===== config.mk =====
export PLATFORM = sky130hd
export DESIGN_NAME = rp_intr_fifo
export DESIGN_NICKNAME = d
export VERILOG_FILES = /design/src/rtl/rp_evt_pkg.sv /design/src/rtl/rp_evt_fifo.sv /design/src/rtl/rp_msi_window.sv /design/src/rtl/rp_reg_read.sv /design/src/rtl/rp_intr_fifo.sv
export SDC_FILE = /design/constraint.sdc
export NUM_CORES = 1
export LEC_CHECK = 0
export BUFFER_PORTS_ARGS = -buffer_cell sky130_fd_sc_hd__buf_4
export CAP_MARGIN = 10
export CORE_ASPECT_RATIO = 0.6
export CORE_MARGIN = 4
export CORE_UTILIZATION = 54
export DETAILED_ROUTE_END_ITERATION = 7
export GPL_ROUTABILITY_DRIVEN = 0
export PLACE_DENSITY = 0.77
export SYNTH_ARGS = -nofsm -noshare
export SYNTH_HDL_FRONTEND = slang
export SYNTH_SLANG_ARGS = --single-unit

===== constraint.sdc =====
create_clock -name clk -period 4 [get_ports clk]
set_clock_uncertainty 0.05 [all_clocks]
set_input_delay 0.4 -clock clk [delete_from_list [all_inputs] [get_ports clk]]
set_output_delay 0.4 -clock clk [all_outputs]
set_load 0.02 [all_outputs]

===== src/rtl/rp_evt_pkg.sv =====
// Package: shared register offsets, field positions and the queue entry type
// for the root port interrupt event queue.
// Assumes: register offsets are byte offsets no wider than 12 bits.
package rp_evt_pkg;

    localparam logic [11:0] OFS_BASE_HI = 12'h14C;
    localparam logic [11:0] OFS_BASE_LO = 12'h150;
    localparam logic [11:0] OFS_HEAD    = 12'h158;
    localparam logic [11:0] OFS_DATA    = 12'h15C;

    localparam int HEAD_VALID_BIT = 31;
    localparam int HEAD_KIND_BIT  = 30;
    localparam int HEAD_LINE_LSB  = 27;
    localparam int EVT_LINE_BIT   = 16;
    localparam int EVT_MSG_BIT    = 17;

    localparam int MSG_DATA_W = 16;

    typedef struct packed {
        logic                  is_msg;
        logic [1:0]            line;
        logic [MSG_DATA_W-1:0] data;
    } evt_entry_t;

endpackage


===== src/rtl/rp_evt_fifo.sv =====
// Module: rp_evt_fifo
// Ordered event store with two push ports per cycle (port A is written ahead
// of port B) and one retire port. A push that finds no room is refused.
// Assumes: DEPTH >= 2. Room is judged on the occupancy before this cycle's
// retire, so a retire never makes room for a push in the same cycle.
module rp_evt_fifo
    import rp_evt_pkg::*;
#(
    parameter int DEPTH = 16
) (
    input  logic       clk,
    input  logic       rst_n,
    input  logic       push_a,
    input  evt_entry_t ent_a,
    input  logic       push_b,
    input  evt_entry_t ent_b,
    input  logic       pop,
    output logic       acc_a,
    output logic       acc_b,
    output evt_entry_t head,
    output logic       not_empty,
    output logic       is_full
);
    localparam int PTR_W = (DEPTH > 1) ? $clog2(DEPTH) : 1;
    localparam int CNT_W = $clog2(DEPTH + 1);

    evt_entry_t        mem [DEPTH];
    logic [PTR_W-1:0]  wp_q, rp_q, wb_idx;
    logic [CNT_W-1:0]  cnt_q, free_slots;
    logic              do_pop;

    function automatic logic [PTR_W-1:0] bump(input logic [PTR_W-1:0] p);
        return (p == PTR_W'(DEPTH - 1)) ? '0 : p + 1'b1;
    endfunction

    // Decide which pushes fit and where port B lands.
    always_comb begin
        free_slots = CNT_W'(DEPTH) - cnt_q;
        acc_a      = push_a && (free_slots != '0);
        acc_b      = push_b && (acc_a ? (free_slots >= CNT_W'(2)) : (free_slots != '0));
        do_pop     = pop && (cnt_q != '0);
        wb_idx     = acc_a ? bump(wp_q) : wp_q;
    end

    // Storage writes; contents need no reset because occupancy guards them.
    always_ff @(posedge clk) begin
        if (acc_a) mem[wp_q]   <= ent_a;
        if (acc_b) mem[wb_idx] <= ent_b;
    end

    // Pointer and occupancy bookkeeping.
    always_ff @(posedge clk) begin
        if (!rst_n) begin
            wp_q  <= '0;
            rp_q  <= '0;
            cnt_q <= '0;
        end else begin
            if (acc_a && acc_b)      wp_q <= bump(bump(wp_q));
            else if (acc_a || acc_b) wp_q <= bump(wp_q);
            if (do_pop)              rp_q <= bump(rp_q);
            cnt_q <= cnt_q + CNT_W'(acc_a) + CNT_W'(acc_b) - CNT_W'(do_pop);
        end
    end

    assign head      = mem[rp_q];
    assign not_empty = (cnt_q != '0);
    assign is_full   = (cnt_q == CNT_W'(DEPTH));

    // occupancy never exceeds the depth.
    a_r8_count_bound: assert property (@(posedge clk) disable iff (!rst_n)
        cnt_q <= CNT_W'(DEPTH));

    // a full queue stays full until something is retired.
    a_r8_full_holds: assert property (@(posedge clk) disable iff (!rst_n)
        (is_full && !pop) |=> is_full);

    // a retire on an empty queue leaves it empty when nothing arrives.
    a_r5_empty_pop: assert property (@(posedge clk) disable iff (!rst_n)
        (!not_empty && !push_a && !push_b) |=> !not_empty);

endmodule


===== src/rtl/rp_msi_window.sv =====
// Module: rp_msi_window
// Holds the two halves of the message interrupt target address and flags an
// inbound write whose full address matches them.
// Assumes: register writes and inbound writes are single-cycle strobes.
module rp_msi_window
    import rp_evt_pkg::*;
#(
    parameter int REG_AW = 12
) (
    input  logic              clk,
    input  logic              rst_n,
    input  logic              cfg_wr,
    input  logic [REG_AW-1:0] cfg_addr,
    input  logic [31:0]       cfg_wdata,
    input  logic              in_valid,
    input  logic [63:0]       in_addr,
    output logic [31:0]       base_hi,
    output logic [31:0]       base_lo,
    output logic              hit
);
    logic wr_hi, wr_lo;

    assign wr_hi = cfg_wr && (cfg_addr == REG_AW'(OFS_BASE_HI));
    assign wr_lo = cfg_wr && (cfg_addr == REG_AW'(OFS_BASE_LO));

    // Target address registers, written only at their own offsets.
    always_ff @(posedge clk) begin
        if (!rst_n) begin
            base_hi <= '0;
            base_lo <= '0;
        end else begin
            if (wr_hi) base_hi <= cfg_wdata;
            if (wr_lo) base_lo <= cfg_wdata;
        end
    end

    // Full 64-bit comparison of the inbound address.
    assign hit = in_valid && (in_addr == {base_hi, base_lo});

    // the upper half changes only on a write at its offset.
    a_r10_hi_hold: assert property (@(posedge clk) disable iff (!rst_n)
        !(cfg_wr && cfg_addr == REG_AW'(OFS_BASE_HI)) |=> $stable(base_hi));

    // the lower half changes only on a write at its offset.
    a_r10_lo_hold: assert property (@(posedge clk) disable iff (!rst_n)
        !(cfg_wr && cfg_addr == REG_AW'(OFS_BASE_LO)) |=> $stable(base_lo));

endmodule


===== src/rtl/rp_reg_read.sv =====
// Module: rp_reg_read
// Combinational read mux: formats the head entry into the two head registers
// and returns the address halves. Unmapped offsets read zero.
// Assumes: the head entry is meaningful only while not_empty is high.
module rp_reg_read
    import rp_evt_pkg::*;
#(
    parameter int REG_AW = 12
) (
    input  logic [REG_AW-1:0] addr,
    input  evt_entry_t        head,
    input  logic              not_empty,
    input  logic [31:0]       base_hi,
    input  logic [31:0]       base_lo,
    output logic [31:0]       rdata
);
    logic [31:0] head_w, data_w;

    // Build the two views of the head entry.
    always_comb begin
        head_w = '0;
        data_w = '0;
        if (not_empty) begin
            head_w[HEAD_VALID_BIT] = 1'b1;
            head_w[HEAD_KIND_BIT]  = head.is_msg;
            if (!head.is_msg) head_w[HEAD_LINE_LSB +: 2] = head.line;
            else              data_w[MSG_DATA_W-1:0]     = head.data;
        end
    end

    // Select by offset.
    always_comb begin
        unique case (addr)
            REG_AW'(OFS_HEAD):    rdata = head_w;
            REG_AW'(OFS_DATA):    rdata = data_w;
            REG_AW'(OFS_BASE_HI): rdata = base_hi;
            REG_AW'(OFS_BASE_LO): rdata = base_lo;
            default:              rdata = '0;
        endcase
    end

endmodule


===== src/rtl/rp_intr_fifo.sv =====
// Module: rp_intr_fifo (top)
// Root port interrupt event queue: queues line events and address-matched
// message writes, exposes the head through two registers, retires on a write
// to the head register, pulses decode event bits and flags drops.
// Assumes: synchronous active-low reset; one register access per cycle.
module rp_intr_fifo
    import rp_evt_pkg::*;
#(
    parameter int DEPTH  = 16,
    parameter int REG_AW = 12
) (
    input  logic              clk,
    input  logic              rst_n,
    input  logic [REG_AW-1:0] reg_addr,
    input  logic              reg_wr,
    input  logic [31:0]       reg_wdata,
    output logic [31:0]       reg_rdata,
    input  logic              intx_valid,
    input  logic [1:0]        intx_line,
    input  logic              msi_valid,
    input  logic [63:0]       msi_addr,
    input  logic [MSG_DATA_W-1:0] msi_data,
    output logic [31:0]       evt_bits,
    output logic              overflow
);
    evt_entry_t  ent_line, ent_msg, head;
    logic        msg_hit, acc_line, acc_msg, not_empty, is_full, retire;
    logic [31:0] base_hi, base_lo;
    logic [31:0] evt_q;
    logic        ovf_q;

    assign retire   = reg_wr && (reg_addr == REG_AW'(OFS_HEAD));
    assign ent_line = '{is_msg: 1'b0, line: intx_line, data: '0};
    assign ent_msg  = '{is_msg: 1'b1, line: 2'b00,     data: msi_data};

    rp_msi_window #(.REG_AW(REG_AW)) u_win (
        .clk(clk), .rst_n(rst_n),
        .cfg_wr(reg_wr), .cfg_addr(reg_addr), .cfg_wdata(reg_wdata),
        .in_valid(msi_valid), .in_addr(msi_addr),
        .base_hi(base_hi), .base_lo(base_lo), .hit(msg_hit)
    );

    rp_evt_fifo #(.DEPTH(DEPTH)) u_fifo (
        .clk(clk), .rst_n(rst_n),
        .push_a(intx_valid), .ent_a(ent_line),
        .push_b(msg_hit),    .ent_b(ent_msg),
        .pop(retire),
        .acc_a(acc_line), .acc_b(acc_msg),
        .head(head), .not_empty(not_empty), .is_full(is_full)
    );

    rp_reg_read #(.REG_AW(REG_AW)) u_rd (
        .addr(reg_addr), .head(head), .not_empty(not_empty),
        .base_hi(base_hi), .base_lo(base_lo), .rdata(reg_rdata)
    );

    // Decode event pulses and the sticky drop flag.
    always_ff @(posedge clk) begin
        if (!rst_n) begin
            evt_q <= '0;
            ovf_q <= 1'b0;
        end else begin
            evt_q              <= '0;
            evt_q[EVT_LINE_BIT] <= acc_line;
            evt_q[EVT_MSG_BIT]  <= acc_msg;
            ovf_q <= ovf_q | (intx_valid & ~acc_line) | (msg_hit & ~acc_msg);
        end
    end

    assign evt_bits = evt_q;
    assign overflow = ovf_q;

    // the drop flag never falls outside reset.
    a_r8_ovf_sticky: assert property (@(posedge clk) disable iff (!rst_n)
        ovf_q |=> ovf_q);

    // an event pulse always has a queued entry behind it.
    a_r6_evt_has_entry: assert property (@(posedge clk) disable iff (!rst_n)
        (evt_q[EVT_LINE_BIT] || evt_q[EVT_MSG_BIT]) |-> not_empty);

    // a drop can happen only with the queue at most one slot from full.
    a_r8_drop_near_full: assert property (@(posedge clk) disable iff (!rst_n)
        ((intx_valid && !acc_line) || (msg_hit && !acc_msg)) |-> (is_full || (intx_valid && msg_hit)));

endmodule


Word-level counts from Yosys, hierarchy flattened
Memories as Yosys holds them, arrays and structs flattened. A register that Yosys moved wholly into a read port is not among the register bits.
Cells that the tools add are included.
- flip-flop bits (word level): 110
- RAM bits: 304
- input bits: 131
- output and inout port bits: 65
- memories kept: 1
- memory list (name ; words ; width ; rd ports ; clocked after memory_dff ; wr ports ; line ; RTL):
    u_fifo.mem ; 16 ; 19 ; 1 ; 1 ; 2 ; rp_evt_fifo.sv:27 ; evt_entry_t mem [DEPTH];
- $add $sub $neg: 7
- $lt $le $gt $ge: 1
- equality and inequality tests: 8
- muxes and demuxes: 19
- bitwise logic cells: 6
- reduce and logical (&&, ||, !) cells: 12
- operators by type and width (kind ; number):
    $pmux W32 S4 ; 1
    $eq A64 B64 Y1 ; 1
    $eq A12 B9 Y1 const B ; 4
    $mux W16 ; 2
    $mux W4 ; 8
    $add A4 B1 Y4 const B ; 3
    $eq A4 B4 Y1 const B ; 3
    $add A5 B1 Y5 ; 2
    $reduce_bool A5 Y1 ; 2
    $logic_and A1 B1 Y1 ; 8
    $mux W2 ; 3
    $ge A5 B2 Y1 const B ; 1
    $mux W1 ; 5
    $sub A5 B1 Y5 ; 1
    $sub A5 B5 Y5 const A ; 1
    $and A1 B1 Y1 ; 2
    $not A1 Y1 ; 2
    $or A1 B1 Y1 ; 2
    $reduce_bool A2 Y1 ; 1
    $logic_or A1 B1 Y1 ; 1

Depth between registers and ports, before layout
Gate-level depths: netlist of the first run.
- depth after elaboration: 8
- depth in mapped cells: 21
- mapped depth without buffers: 20

Modules after synthesis
From an unflattened synthesis of the first run, not the netlist that was laid out.
- cell total of the unflattened synthesis: 1469
- area total of the unflattened synthesis: 21030.2 µm²
- by module, submodules not included (module ; instances ; cells each ; area each (µm²) ; sequential area each (µm²)):
    rp_evt_fifo ; 1 ; 1000 ; 16682.2 ; 9469.1
    rp_msi_window ; 1 ; 316 ; 3184.3 ; 1281.2
    rp_reg_read ; 1 ; 108 ; 792.0 ; 0.0
    rp_intr_fifo ; 1 ; 45 ; 371.6 ; 60.1

Worst setup path after synthesis of the first run
OpenSTA, ideal clock, no wires.
- path type: register to register
- from: reg u_fifo.cnt_q[1]
- to: reg u_fifo.cnt_q[4]
- library setup time: 0.070 ns
- arrival: 3.610 ns
- required time: 3.880 ns
- setup slack: 0.270 ns
- cell stages (with the launch flop): 22
- buffers on the path: 1
- period minus slack after synthesis: 3.730 ns
- path through: dfxtp_1 > inv_1 > ha_1 > and2_1 > ha_1 > nand2b_1 > mux2_2 > o21bai_1 > nand3_1 > nor3_1 > buf_2 > inv_1 > ha_1 > inv_1 > fa_1 > inv_1 > fa_1 > nor2_1 > nor2_1 > nor2_1 > or3_1 > a21oi_1
- cells in the longest elaborated chain, start to end: 7
- elaborated cells on any way between the ends: 11
- ends and longest elaborated chain (what ; line ; RTL):
    start: declaration ; rp_evt_fifo.sv:29 ; logic [CNT_W-1:0] cnt_q, free_slots;
    start signal: assignment ; rp_evt_fifo.sv:61 ; cnt_q <= cnt_q + CNT_W'(acc_a) + CNT_W'(acc_b) - CNT_W'(do_pop);
    parallel branches: the longest is 6 deep, another holds $sub A5 B5 Y5 ; n/a ;
    $sub A5 B1 Y5 * ; rp_evt_fifo.sv:61 ;
Mark *: on every way between the ends.
A chain may end at the register's enable or synchronous reset.

Worst setup path in the final report of the first run
- from: reg u_win.base_lo[3]
- to: reg u_fifo.cnt_q[4]
- cells in the longest elaborated chain, start to end: 5
- ends and longest elaborated chain (what ; line ; RTL):
    start: declaration ; rp_msi_window.sv:18 ; output logic [31:0] base_lo,
    start signal: assignment ; rp_msi_window.sv:33 ; if (wr_lo) base_lo <= cfg_wdata;
    $eq A64 B64 Y1 ; rp_msi_window.sv:38 ; assign hit = in_valid && (in_addr == {base_hi, base_lo});
    $logic_and A1 B1 Y1 ; rp_msi_window.sv:38 ;
    $logic_and A1 B1 Y1 ; rp_evt_fifo.sv:40 ; acc_b = push_b && (acc_a ? (free_slots >= CNT_W'(2)) : (free_slots != '0));
    $add A5 B1 Y5 ; rp_evt_fifo.sv:61 ;
    $sub A5 B1 Y5 ; rp_evt_fifo.sv:61 ;
No other way between the ends.

==> results of run 1 <==
[kinds of logic (layout without fill, tap and decap cells)]
family                   Yosys count  in the layout  synth area share
other                              1             30          0.000197
AO/OA/AOI/OAI                    178            178            0.0608
XOR/XNOR                          57             57            0.0263
adder cells (fa/ha/maj)           17             17            0.0120
flip-flops                       388            388             0.543
multiplexers                     126            126             0.129
AND/OR/NAND/NOR                  634            634             0.181
buffers and inverters            183            330            0.0475
[path summary, 6_finish.rpt]
| kind | endpoint | cells after the start | slack (ns) |
|---|---|---|---|
| max | u_fifo.cnt_q[4]$_SDFF_PN0_ | 15 | 0.14 |
| min | u_win.base_lo[27]$_SDFFE_PN0P_ | 3 | 0.06 |
| max reg2reg | u_fifo.cnt_q[4]$_SDFF_PN0_ | 15 | 0.14 |
| min reg2reg | u_fifo.mem[7][17]$_SDFFE_PP0P_ | 2 | 0.40 |
[worst max-delay path, delay by kind of cell (launching register included)]
kind / cells / cell delay, ns
simple gates: 7 / 1.74
fa+ha+maj: 3 / 0.89
flops: 1 / 0.52
buf+inv: 3 / 0.26
compound gates: 2 / 0.31
[state kept, by name, indices dropped and copies added, names as in the netlist, named ones only]
signal         count
u_fifo.mem       304
overflow           1
u_fifo.wp_q        4
u_win.base_hi     32
u_fifo.rp_q        4
u_fifo.cnt_q       5
evt_bits           2
u_win.base_lo     32
[per-layer routing]
metal | vias up | routed length (um)
met5 | - | 0
li1 | 5903 | -
met2 | 759 | 22700
met4 | 0 | 939
met3 | 69 | 7520
met1 | 6590 | 21900
[cells in the final DEF, fill, tap and decap left out, drive strengths merged, types with 12 or more instances in the layout]
master	count
and2	260
edfxtp	256
buf	222
nand2	158
dfxtp	132
mux4	95
a21oi	80
nand2b	51
xnor2	50
clkbuf	50
nor2	44
inv	43
nand3	37
nand4	31
conb	30
mux2i	28
o21ai	26
a22oi	18
and3	17
a21o	16
ha	15
a22o	13
nor4	12
[power breakdown]
group	total (mW)	switching, mW	internal, mW
sequential	4.63	0.119	4.51
combinational	1.59	0.969	0.622
clock	3.63	1.55	2.07
total	9.84	2.64	7.20
[final cells by class]
class | instances | area share
Sequential cell | 388 | 0.471
Tap cell | 459 | 0.0262
Inverter | 41 | 0.00701
Timing Repair Buffer | 222 | 0.0765
Clock buffer | 50 | 0.0482
Clock inverter | 17 | 0.00878
Multi-Input combinational cell | 1042 | 0.362
[repair_timing]
action / CTS / global route
setup endpoints to repair: 0 / 1
resized for setup: 0 / 11
setup buffers: 0 / 1
==> impl_metrics.csv, run 1 <==
group,metric,value,unit
synthesis,synth_area,19000,um^2
synthesis,synthArstFlopShare,0,
synthesis,synth-main-ff-cell,"edfxtp_1",
floorplanning,die_x,250,um
global_routing,grt_use_met1,0.409,
route,vias,13300,
route,routed_wl,53100,um
floorplanning,row_count,52,
cells_and_area,fillers,2597,
synthesis,synth_area_leaders,"edfxtp_1, dfxtp_1, mux4_2",
synthesis,netlist_instances,1584,
synthesis,synth_common_cells,"and2_1, edfxtp_1, nand2_1",
worst_setup_path,crit_path_max_incr_delay,0.52,ns
global_routing,grt_usage,0.272,
route,wl_per_cell,23.9,um
global_routing,grt_util_met2,0.383,
synthesis,avgSynthCellArea,12.0,um^2
floorplanning,ios,196,
timing,fin_ws,0.144,ns
timing,tightestPinTransition,1.06,ns
worst_setup_path,crit_start,"u_win.base_lo[3]$_SDFFE_PN0P_",
global_routing,grt_pass1_wl,79800,um
cells_and_area,antenna_cells,0,
power_and_ir_drop,total_power,9.84,mW
synthesis,ys_warn_count,0,
worst_setup_path,crit_type,"reg2reg",
cells_and_area,final_area,21900,um^2
worst_setup_path,rr_startpoint,"u_win.base_lo[3]$_SDFFE_PN0P_",
timing,whs,0.0587,ns
route,ant_nets,0,
floorplanning,dieArea,38400,um^2
worst_setup_path,slowest_stage,"dfxtp_1",
cells_and_area,drive_gt1_frac,0.231,
placed_design,pre_cts_ws,0.000526,ns
worst_setup_path,crit_chain,"o2111ai_1 -> nor4_1 -> nand3_1 -> nor3_2 -> inv_1 -> ha_1 -> inv_1 -> fa_1 -> inv_1 -> fa_2 -> nor2_1 -> nor2_1 -> nor2_1 -> or3_1 -> a21oi_1",
global_routing,antenna_found_initial,1,
clocking,path_clk_slew,0.07,ns
timing,min_period,3.86,ns
synthesis,synth_edf_count,256,
worst_setup_path,end_kind,"flip-flop",
worst_setup_path,worstPathMaxFanout,5,
floorplanning,coreArea,34200,um^2
synthesis,yosys.area.top_type_share,0.404,
clocking,ctsLongestPathBuffers,3,
synthesis,synth_cell_types,58,
global_routing,met3_usage,0.105,
cells_and_area,final_nets,1880,
cells_and_area,seqCellArea,10300,um^2
cells_and_area,finalNonFillerCells,2219,
clocking,cts-buffers-inserted,37,
route,routed_via_density,6.00,
timing,setup_viol,0,
job,maxCapViolations,0,
floorplanning,die_h,153,um
clocking,cts_tree,"done",
route,drc,0,
global_routing,grt_pass1_vias,13100,
timing,setup_tns,0,ns
synthesis,ys_ff_latch,388,
min_path,hp-start,"reg_wdata[27]",
clocking,cts_hold_buf,0,
global_routing,overflow,0,
placed_design,postPlaceCellArea,20600,um^2
timing,report.final.slew_viol_count,0,
floorplanning,start_util,0.556,
placed_design,dp.cells,2151,
clocking,worstSkewPairLatency,0.55,ns
clocking,ctsHtreeMaxLevel,2,
min_path,hold_class,"in2reg",
cells_and_area,post-route-util,0.641,
synthesis,yosys.area.top_type,"edfxtp_1",
worst_setup_path,worstPathRequired,4.42,ns
synthesis,ys_seq_area_frac,0.543,
placed_design,dp_hpwl,37800,um
worst_setup_path,critPathLaunchType,"flip-flop",
placed_design,numPortBuffers,165,
clocking,cts_sinks,388,
synthesis,synth.most_common_cell,"and2_1",
power_and_ir_drop,ir_drop,285,uV
worst_setup_path,crit_arrival,4.28,ns
route,drt_pass1_iterations,6,
power_and_ir_drop,p_leak,8.25,nW
cells_and_area,multi_input_area,7940,um^2
clocking,cts-root-buf,"clkbuf_16",
timing,slew_headroom,0.293,
power_and_ir_drop,p_per_area,449,nW/um^2
global_routing,grt-busiest-layer,"met1",
global_routing,grt_max_degree,57,
route,drtIter0Drc,1826,
timing,period_share,0.964,
timing,hold_violations,0,
timing,clock.fmax,259,MHz
run_status,status,"completed",
cells_and_area,area_growth,15.4,%
Note: power is estimated with default switching activity, not from simulation.
==> run 2: changes to the inputs <==
--- a/config.mk
+++ b/config.mk
@@ -8,7 +8,7 @@
 export BUFFER_PORTS_ARGS = -buffer_cell sky130_fd_sc_hd__buf_4
 export CAP_MARGIN = 10
 export CORE_ASPECT_RATIO = 0.6
-export CORE_MARGIN = 4
+export CORE_MARGIN = 2
 export CORE_UTILIZATION = 54
 export DETAILED_ROUTE_END_ITERATION = 7
 export GPL_ROUTABILITY_DRIVEN = 0
==> impl_metrics.csv, run 2 (synthesis gave the netlist of run 1 again) <==
group,metric,value,unit
run_status,status,"completed",
worst_setup_path,crit_start,"u_win.base_lo[27]$_SDFFE_PN0P_",
cells_and_area,seqCellArea,10300,um^2
clocking,cts_hold_buf,0,
worst_setup_path,end_kind,"flip-flop",
clocking,worstSkewPairLatency,0.55,ns
cells_and_area,reg_top3,"u_fifo.mem: 304 flops, u_win.base_hi: 32 flops, u_win.base_lo: 32 flops",
route,routed_via_density,5.99,
cells_and_area,final_area,21900,um^2
floorplanning,start_util,0.545,
worst_setup_path,crit_type,"reg2reg",
cells_and_area,fillers,2659,
floorplanning,row_count,53,
global_routing,grt_pass1_wl,77300,um
timing,slew_headroom,0.467,
timing,whs,0.0576,ns
route,routed_wl,52100,um
global_routing,grt_usage,0.284,
clocking,cts_tree,"done",
floorplanning,coreArea,34900,um^2
min_path,hold_class,"in2reg",
cells_and_area,largest_register_ffs,304,
clocking,cts-buffers-inserted,36,
timing,period_share,0.956,
cells_and_area,final_nets,1879,
timing,setup_viol,0,
timing,min_period,3.82,ns
job,maxCapViolations,0,
global_routing,overflow,0,
cells_and_area,layout_common_cells,"and2_1, edfxtp_1, buf_4, nand2_1, dfxtp_1",
global_routing,antenna_found_initial,4,
global_routing,grt_max_degree,45,
worst_setup_path,rr_startpoint,"u_win.base_lo[27]$_SDFFE_PN0P_",
power_and_ir_drop,p_per_area,443,nW/um^2
worst_setup_path,crit_arrival,4.25,ns
placed_design,dp_hpwl,36100,um
clocking,ctsHtreeMaxLevel,2,
power_and_ir_drop,ir_drop,378,uV
route,ant_nets,0,
timing,hold_violations,0,
min_path,min_to,"u_win.base_hi[31]$_SDFFE_PN0P_",
min_path,hp-start,"reg_wdata[31]",
timing,tightestPinTransition,0.792,ns
timing,grt_setup_unrepaired,"false",
clocking,post-cts-setup-buffers,0,
clocking,cts-root-buf,"clkbuf_16",
clocking,path_clk_slew,0.07,ns
cells_and_area,layout.cells.most_common,"and2_1",
route,drtIter0Drc,1835,
clocking,cts_sinks,388,
timing,report.final.slew_viol_count,0,
worst_setup_path,r2r_slack,0.18,ns
worst_setup_path,r2r_cells,16,
floorplanning,die_h,149,um
worst_setup_path,r2r_end,"u_fifo.cnt_q[4]$_SDFF_PN0_",
route,drc,0,
timing,setup_tns,0,ns
worst_setup_path,worstPathMaxFanout,5,
floorplanning,die_x,246,um
placed_design,numPortBuffers,165,
worst_setup_path,worstPathRequired,4.43,ns
global_routing,grt_pass1_vias,12700,
min_path,whs_path_depth,3,
route,vias,13300,
timing,clock.fmax,262,MHz
cells_and_area,area_growth,15.1,%
route,drt_pass1_iterations,6,
cells_and_area,largest-register,"u_fifo.mem",
power_and_ir_drop,p_leak,8.23,nW
cells_and_area,drive_gt1_frac,0.230,
worst_setup_path,critPathLaunchType,"flip-flop",
cells_and_area,multi_input_area,7940,um^2
clocking,ctsLongestPathBuffers,3,
floorplanning,ios,196,
placed_design,postPlaceCellArea,20600,um^2
route,wl_per_cell,23.4,um
floorplanning,dieArea,36800,um^2
## run 2: cell count changes in the layout (fill, tap and decap cells not counted), moves of 2 or more
cell,previous run,this run
diode_2,0,3
inv_6,0,2
clkbuf_16,39,36
clkinv_2,8,6
## run 2: report_power, final
part / internal [mW] / switching [mW] / total (mW) / leakage (nW)
sequential: 4.51 / 0.118 / 4.63 / 3.47
combinational: 0.618 / 0.922 / 1.54 / 4.18
clock: 2.00 / 1.54 / 3.53 / 0.587
total: 7.12 / 2.58 / 9.70 / 8.23
## run 2: metal layers
metal,vias to the layer above,share of wire,global-route usage
met4,0,0.017,0.0599
met5,-,0,0
met2,757,0.42,0.392
met3,76,0.13,0.0815
met1,6589,0.43,0.443
li1,5904,-,-
## run 2: how the worst max path moves through the flow
stage	slack [ns]	depth (start not counted)	end
2_1_floorplan	0.27	21	u_fifo.cnt_q[4]$_SDFF_PN0_
3_3_place_gp	0.10	17	u_fifo.cnt_q[4]$_SDFF_PN0_
3_5_place_dp	0.03	20	u_fifo.cnt_q[4]$_SDFF_PN0_
4_1_cts	0.009	20	u_fifo.cnt_q[4]$_SDFF_PN0_
5_1_grt	0.02	20	u_fifo.cnt_q[4]$_SDFF_PN0_
6_report	0.18	16	u_fifo.cnt_q[4]$_SDFF_PN0_
## run 2: final cells by class
type                    count  area share
flip-flops and latches    388       0.473
clock inverters            16     0.00966
diodes                      3    0.000343
clock buffers              47      0.0445
well taps                 467      0.0267
inverters                  41     0.00703
repair buffers            222      0.0762
multi-input cells        1042       0.363
## run 2: timing repair
| action | in CTS | in global routing |
|---|---|---|
| setup endpoints to repair | 0 | 3 |
| endpoints found under the hold margin | 0 | 0 |
| gates resized for setup | 0 | 14 |
## run 2: per-stage QoR
step / instances / power [mW] / util / worst slack, ns
6_report: 2226 / 9.70 / 0.627 / 0.178
5_1_grt: 2223 / 10.0 / 0.627 / 0.0189
4_1_cts: 2223 / 9.68 / 0.626 / 0.00873
3_5_place_dp: 2160 / 6.19 / 0.592 / 0.0286
3_3_place_gp: 2160 / 6.14 / 0.592 / 0.102
2_1_floorplan: 1613 / 5.64 / - / 0.270
## run 2: worst max-delay path: stages (launching register included)
cell and delay [ns]:
dfxtp_1 0.36, xnor2_1 0.42, nand4_1 0.18, nor4_1 0.40, nand2_1 0.33, nor3_4 0.27, inv_2 0.08, ha_1 0.27
inv_1 0.04, fa_1 0.37, inv_1 0.10, fa_2 0.22, nor2_1 0.05, nor2_1 0.08, nor2_1 0.05, or3_1 0.34
a21oi_1 0.13
